--- src/rtl/iq_trim_pkg.sv ---
`timescale 1ns/1ps
package iq_trim_pkg;

    localparam int N_KNOBS = 3;

    localparam logic [1:0] KNOB_ANA   = 2'd0;
    localparam logic [1:0] KNOB_GAIN  = 2'd1;
    localparam logic [1:0] KNOB_PHASE = 2'd2;

    typedef enum logic [2:0] {
        S_IDLE,
        S_WRITE,
        S_SETTLE,
        S_NEXT,
        S_PICK,
        S_COMMIT,
        S_DONE
    } seq_state_e;

    // search cursor for one knob: baseline pending, and probe direction
    typedef struct packed {
        logic base;
        logic down;
    } cursor_t;

    function automatic logic [1:0] first_knob(input logic ana_present);
        return ana_present ? KNOB_ANA : KNOB_GAIN;
    endfunction

endpackage

--- src/rtl/iq_trim_probe.sv ---
`timescale 1ns/1ps
module iq_trim_probe #(
    parameter int CODE_W = 6,
    parameter int SL_W   = 3
) (
    input  logic [CODE_W-1:0] center,
    input  logic [SL_W-1:0]   step_log,
    input  logic              down,
    output logic [CODE_W-1:0] cand,
    output logic              legal
);
    logic [CODE_W:0] ext;
    logic [CODE_W:0] stp;
    logic [CODE_W:0] sum;

    always_comb begin
        ext   = {center[CODE_W-1], center};
        stp   = {{CODE_W{1'b0}}, 1'b1} << step_log;
        sum   = down ? (ext - stp) : (ext + stp);
        cand  = sum[CODE_W-1:0];
        // one guard bit: the result fits when the top two bits agree
        legal = (sum[CODE_W] == sum[CODE_W-1]);
    end
endmodule

--- src/rtl/iq_trim_settle.sv ---
`timescale 1ns/1ps
module iq_trim_settle #(
    parameter int CNT_W = 8
) (
    input  logic             clk,
    input  logic             rst,
    input  logic             load,
    input  logic [CNT_W-1:0] load_val,
    output logic             expired
);
    logic [CNT_W-1:0] cnt;

    always_ff @(posedge clk) begin
        if (rst) begin
            cnt <= '0;
        end else if (load) begin
            cnt <= load_val;
        end else if (cnt != '0) begin
            cnt <= cnt - 1'b1;
        end
    end

    assign expired = (cnt == '0);
endmodule

--- src/rtl/iq_trim_bank.sv ---
`timescale 1ns/1ps
module iq_trim_bank #(
    parameter int CODE_W = 6,
    parameter int N      = 3
) (
    input  logic                     clk,
    input  logic                     rst,
    input  logic                     open_run,
    input  logic                     upd_en,
    input  logic [1:0]               upd_idx,
    input  logic [CODE_W-1:0]        upd_val,
    input  logic                     commit,
    output logic [N-1:0][CODE_W-1:0] work_o,
    output logic [N-1:0][CODE_W-1:0] held_o
);
    for (genvar k = 0; k < N; k++) begin : g_knob
        always_ff @(posedge clk) begin
            if (rst) begin
                work_o[k] <= '0;
                held_o[k] <= '0;
            end else begin
                if (open_run) begin
                    work_o[k] <= held_o[k];
                end else if (upd_en && (upd_idx == 2'(k))) begin
                    work_o[k] <= upd_val;
                end
                if (commit) begin
                    held_o[k] <= work_o[k];
                end
            end
        end
    end
endmodule

--- src/rtl/iq_trim_search.sv ---
`timescale 1ns/1ps
module iq_trim_search
    import iq_trim_pkg::*;
#(
    parameter int CODE_W   = 6,
    parameter int RSSI_W   = 16,
    parameter int CNT_W    = 8,
    parameter int STEP_LOG = 4
) (
    input  logic              clk,
    input  logic              rst,
    input  logic              start,
    input  logic              abort,
    input  logic              analog_present,
    input  logic [CNT_W-1:0]  settle_cycles,
    input  logic [RSSI_W-1:0] rssi,
    output logic              wr_en,
    output logic [1:0]        wr_sel,
    output logic [CODE_W-1:0] wr_data,
    output logic              busy,
    output logic              done,
    output logic [CODE_W-1:0] ana_code,
    output logic [CODE_W-1:0] gain_code,
    output logic [CODE_W-1:0] phase_code
);
    localparam int SL_W = $clog2(STEP_LOG + 1);

    seq_state_e                           state;
    logic [1:0]                           knob;
    logic [SL_W-1:0]                      step_log;
    cursor_t                              cur;
    logic [RSSI_W-1:0]                    best;
    logic [CODE_W-1:0]                    probe;
    logic [N_KNOBS-1:0][CODE_W-1:0]       work;
    logic [N_KNOBS-1:0][CODE_W-1:0]       held;
    logic [CODE_W-1:0]                    cand;
    logic                                 legal;
    logic                                 expired;
    logic                                 quit;
    logic                                 better;
    logic                                 open_run;
    logic                                 upd_en;
    logic                                 commit;
    logic [1:0]                           knob_nxt;

    always_comb begin
        busy     = (state != S_IDLE) && (state != S_DONE);
        done     = (state == S_DONE);
        quit     = abort && busy;
        wr_en    = ((state == S_WRITE) || (state == S_COMMIT)) && !quit;
        wr_sel   = knob;
        wr_data  = (state == S_COMMIT) ? work[knob] : probe;
        open_run = (state == S_IDLE) && start;
        better   = !cur.base && (rssi < best);
        upd_en   = (state == S_SETTLE) && expired && better && !quit;
        commit   = (state == S_COMMIT) && (knob == KNOB_PHASE) && !quit;
        knob_nxt = knob + 2'd1;
    end

    iq_trim_probe #(.CODE_W(CODE_W), .SL_W(SL_W)) u_probe (
        .center  (work[knob]),
        .step_log(step_log),
        .down    (cur.down),
        .cand    (cand),
        .legal   (legal)
    );

    iq_trim_settle #(.CNT_W(CNT_W)) u_settle (
        .clk     (clk),
        .rst     (rst),
        .load    (state == S_WRITE),
        .load_val(settle_cycles),
        .expired (expired)
    );

    iq_trim_bank #(.CODE_W(CODE_W), .N(N_KNOBS)) u_bank (
        .clk     (clk),
        .rst     (rst),
        .open_run(open_run),
        .upd_en  (upd_en),
        .upd_idx (knob),
        .upd_val (probe),
        .commit  (commit),
        .work_o  (work),
        .held_o  (held)
    );

    always_ff @(posedge clk) begin
        if (rst) begin
            state    <= S_IDLE;
            knob     <= KNOB_ANA;
            step_log <= '0;
            cur      <= '0;
            best     <= '0;
            probe    <= '0;
        end else if (quit) begin
            state <= S_IDLE;
        end else begin
            unique case (state)
                S_IDLE: begin
                    if (start) begin
                        knob     <= first_knob(analog_present);
                        cur.base <= 1'b1;
                        probe    <= held[first_knob(analog_present)];
                        state    <= S_WRITE;
                    end
                end
                S_WRITE: state <= S_SETTLE;
                S_SETTLE: begin
                    if (expired) begin
                        if (cur.base || better) best <= rssi;
                        state <= S_NEXT;
                    end
                end
                S_NEXT: begin
                    if (cur.base) begin
                        cur.base <= 1'b0;
                        cur.down <= 1'b0;
                        step_log <= SL_W'(STEP_LOG);
                        state    <= S_PICK;
                    end else if (!cur.down) begin
                        cur.down <= 1'b1;
                        state    <= S_PICK;
                    end else if (step_log == '0) begin
                        state <= S_COMMIT;
                    end else begin
                        step_log <= step_log - 1'b1;
                        cur.down <= 1'b0;
                        state    <= S_PICK;
                    end
                end
                S_PICK: begin
                    if (legal) begin
                        probe <= cand;
                        state <= S_WRITE;
                    end else begin
                        state <= S_NEXT;
                    end
                end
                S_COMMIT: begin
                    if (knob == KNOB_PHASE) begin
                        state <= S_DONE;
                    end else begin
                        knob     <= knob_nxt;
                        cur.base <= 1'b1;
                        probe    <= work[knob_nxt];
                        state    <= S_WRITE;
                    end
                end
                S_DONE:  state <= S_IDLE;
                default: state <= S_IDLE;
            endcase
        end
    end

    assign ana_code   = held[KNOB_ANA];
    assign gain_code  = held[KNOB_GAIN];
    assign phase_code = held[KNOB_PHASE];
endmodule

--- config.mk ---
export PLATFORM = sky130hd
export DESIGN_NAME = iq_trim_search
export DESIGN_NICKNAME = d
export VERILOG_FILES = /design/src/rtl/iq_trim_pkg.sv /design/src/rtl/iq_trim_probe.sv /design/src/rtl/iq_trim_settle.sv /design/src/rtl/iq_trim_bank.sv /design/src/rtl/iq_trim_search.sv
export SDC_FILE = /design/constraint.sdc
export NUM_CORES = 1
export LEC_CHECK = 0
export CAP_MARGIN = 25
export CORE_MARGIN = 1
export CORE_UTILIZATION = 40
export DETAILED_ROUTE_END_ITERATION = 16
export PLACE_DENSITY_LB_ADDON = 0.15
export SETUP_SLACK_MARGIN = 0.5
export SYNTH_ARGS = -nofsm -noshare
export SYNTH_HDL_FRONTEND = slang
export SYNTH_SLANG_ARGS = --single-unit
--- constraint.sdc ---
create_clock -name clk -period 10.1 [get_ports clk]
set_clock_uncertainty 0.1 [all_clocks]
set_input_delay 2.02 -clock clk [delete_from_list [all_inputs] [get_ports clk]]
set_output_delay 2.02 -clock clk [all_outputs]
set_load 0.005 [all_outputs]
==> summary.md <==
| Metric | Value |
|---|---|
| M3 GR Usage | 5.400% |
| Synth area leaders | dfxtp_1, mux2i_1, ha_1 |
| Via count | 4246 |
| Max Cap Violations | 0 |
| Power Density | 153.2 nW/um^2 |
| Met1 GRT Util | 26.29% |
| Number of buffers created by CTS | 9 |
| Slew Viols, Final | 0 |
| Layout Nets | 691 |
| Hpwl dp | 8429 microns |
| Number of global-route vias before repair | 4168 |
| Worst hold slack | 368.5 ps |
| CP dominant cell by count | clkdlybuf4s50_1 |
| Register area share after synthesis | 31.13% |
| RePlAce Congestion | 0.8396 |
| Reg power frac | 40.8% |
| # setup viols final | 0 |
| Required time of the critical path | 7980 ps |
| Async S/R FF share, synth | 0% |
| WL final | 11950 microns |
| Port Buf Inserts | 57 |
| Most frequent cells in the layout | dfxtp_1, nand2_1, clkdlybuf4s50_1 |
| Vias per Instance | 5.430 |
| Largest net degree at the start of global routing | 97 |
| Placed cell area | 5520 sq um |
| Most common cell after layout, fill and taps aside | dfxtp_1 |
| Fin area | 5791 sq um |
| CP arrival | 3250 ps |
| Worst vdd ir | 0.1243 mV |
| Met2 usage in global routing | 32.80% |
| Comb pwr share | 25.6% |
| Clk buf depth | 2 |
| DIE WIDTH | 112.5 microns |
| Psw | 0.2863 mW |
| CP Class | input port to output pin |
| Initial Util | 40.86% |
| Fin crit share | 53.14% |
| Slowest-stage cell, CP | clkdlybuf4s50_1 |
| Clk pwr share | 33.7% |
| DR DRC count | 0 |
| # clock sinks | 76 |
| Fin. Hold Viols | 0 |
| Leading area contributor after synthesis | dfxtp_1 |
| Synthesized instance count | 593 |
| Pre-CTS setup slack | 4727 ps |
| Cell Rows | 40 |
| Critical Path End Type | output pin |
| Flops & latches, synth | 76 |
| # hold bufs at CTS | 0 |
| P_int | 0.6005 mW |
| Post-CTS Setup Bufs | 0 |
| Cts repair resizes | 0 |
| Initial DRC count | 263 |
| Crit path cell chain | clkdlybuf4s50_1 -> nor3_1 -> clkdlybuf4s50_1 |
| Layout cells sized above 1 | 7.244% |
| Crit path max fanout | 7 |
| Post-DRT Antenna Nets | 0 |
| CTS Root Cell | clkbuf_16 |
| Min-delay worst type | flip-flop to flip-flop |
| Die height | 112.5 microns |
| Slew headroom | 40.89% |
| Syn Nets | 654 |
| Core ar. | 11960 sq um |
| Area Overhead vs Synth | 18.48% |
| Sw frac | 32.29% |
| GRT Max-Usage Layer | met2 |
| Clk Latency, worst-skew pair | 340 ps |
| Die ar. | 12660 sq um |
| Area fraction of the dominant cell type after synthesis | 31.13% |
| Leakage | 2.161 nW |
| Synth Flop Type | dfxtp_1 |
| I/O Pins | 58 |
| Setup TNS | 0 ps |
| Mapped Avg Cell Area | 8.241 sq um |
| CTS tree | yes |
| TritonRoute pass-1 iters | 4 |
| # diodes | 0 |
| Distinct cells, synth | 58 |
| Least-Margin Pin Slew | 886.7 ps |
| Synth warn | 0 |
| Cell area after synthesis | 4887 sq um |
| FMAX | 186.3 MHz |
| PnR worst setup slack | 4733 ps |
| Min Tclk post-route | 5367 ps |
| H-tree Lvls | 3 |
| First-pass GRT wire length | 20510 microns |
| GRT Overall Usage | 20.42% |
| Grt ovf | 0 |
| Post-synth EDFFs | 0 |
| RSZ-0062 raised after global routing | no |
| Initial antenna violation count | 0 |
| Clock transition at path regs | 60 ps |
| Wire per inst | 15.28 microns |
| Crit start category | input port |
| Run status | complete, no violations |
| Slowest stage delay, CP | 530 ps |
| Final core occ | 48.41% |
[path summary, 6_finish.rpt]
check / startpoint / end / slack (ps) / cells after the start
worst min-delay path: u_bank.held_o[14]$_SDFFE_PP0P_ / u_bank.held_o[14]$_SDFFE_PP0P_ / 370 / 2
worst max-delay path: abort / wr_en / 4730 / 3
worst max register to register: step_log[0]$_SDFFE_PP0P_ / probe[4]$_SDFFE_PP0P_ / 6090 / 14
worst min register to register: u_bank.held_o[14]$_SDFFE_PP0P_ / u_bank.held_o[14]$_SDFFE_PP0P_ / 370 / 2
[flip-flops by register name, summed over array words and instances, names as in the netlist]
signal         flops
u_bank.work_o     18
u_bank.held_o     18
u_settle.cnt       8
state              3
best              16
probe              6
cur                2
wr_sel             2
step_log           3
[cell usage after synthesis, types with 3 or more instances]
cell,count
o21ai_0,24
nor3_1,14
inv_1,30
nand2b_1,41
nand2_1,66
a21oi_1,49
nand3b_1,3
nor2b_1,10
dfxtp_1,76
or3_1,3
a211o_1,3
or2_2,4
a21o_1,7
nand3_1,5
mux2_2,9
xnor2_1,8
mux2i_1,51
nor2_1,51
a211oi_1,30
ha_1,31
clkbuf_1,30
[power groups by stage]
stage / clock network (mW) / registers (mW) / logic [mW]
after floorplan: 0 / 0.354 / 0.179
after global placement: 0 / 0.367 / 0.221
after detailed placement: 0 / 0.368 / 0.226
after CTS: 0.309 / 0.361 / 0.228
after global routing: 0.321 / 0.366 / 0.256
final: 0.298 / 0.362 / 0.227
[cell type report]
class | count | area (sq um)
Sequential cell | 76 | 1521
Inverter | 30 | 112.6
Clock buffer | 11 | 232.7
Multi-Input combinational cell | 452 | 3099
Tap cell | 147 | 183.9
Clock inverter | 5 | 37.54
Timing Repair Buffer | 61 | 603.1
Fill cell | 1165 | 6171
[metal layers]
layer  wire [microns]  vias up
li1                 -     2140
met1             5636     1995
met2             5571       92
met3              507       19
met4              231        0
met5                0        -
[worst max-delay path, delay by kind of cell]
family	cells	cell delay [ps]
AND/OR/NAND/NOR	1	180
buffers and inverters	2	1050
[logic make-up (layout without fill, tap and decap cells)]
kind of cell / after synthesis / after routing / share of synthesized area, %
XOR/XNOR: 11 / 11 / 2.253
buffers and inverters: 65 / 107 / 5.453
flip-flops: 76 / 76 / 31.13
adder cells (fa/ha/maj): 32 / 32 / 8.346
multiplexers: 62 / 62 / 13.13
AND/OR/NAND/NOR: 211 / 211 / 21.68
AO/OA/AOI/OAI: 136 / 136 / 18.00
[metrics by stage]
step                      std cells  power, mW
final                           782     0.8869
after detailed placement        766     0.5936
after floorplan                 593     0.5334
after global placement          765     0.5885
after CTS                       782     0.8981
after global routing            782     0.9430
Power figures use the tool's default switching activity.
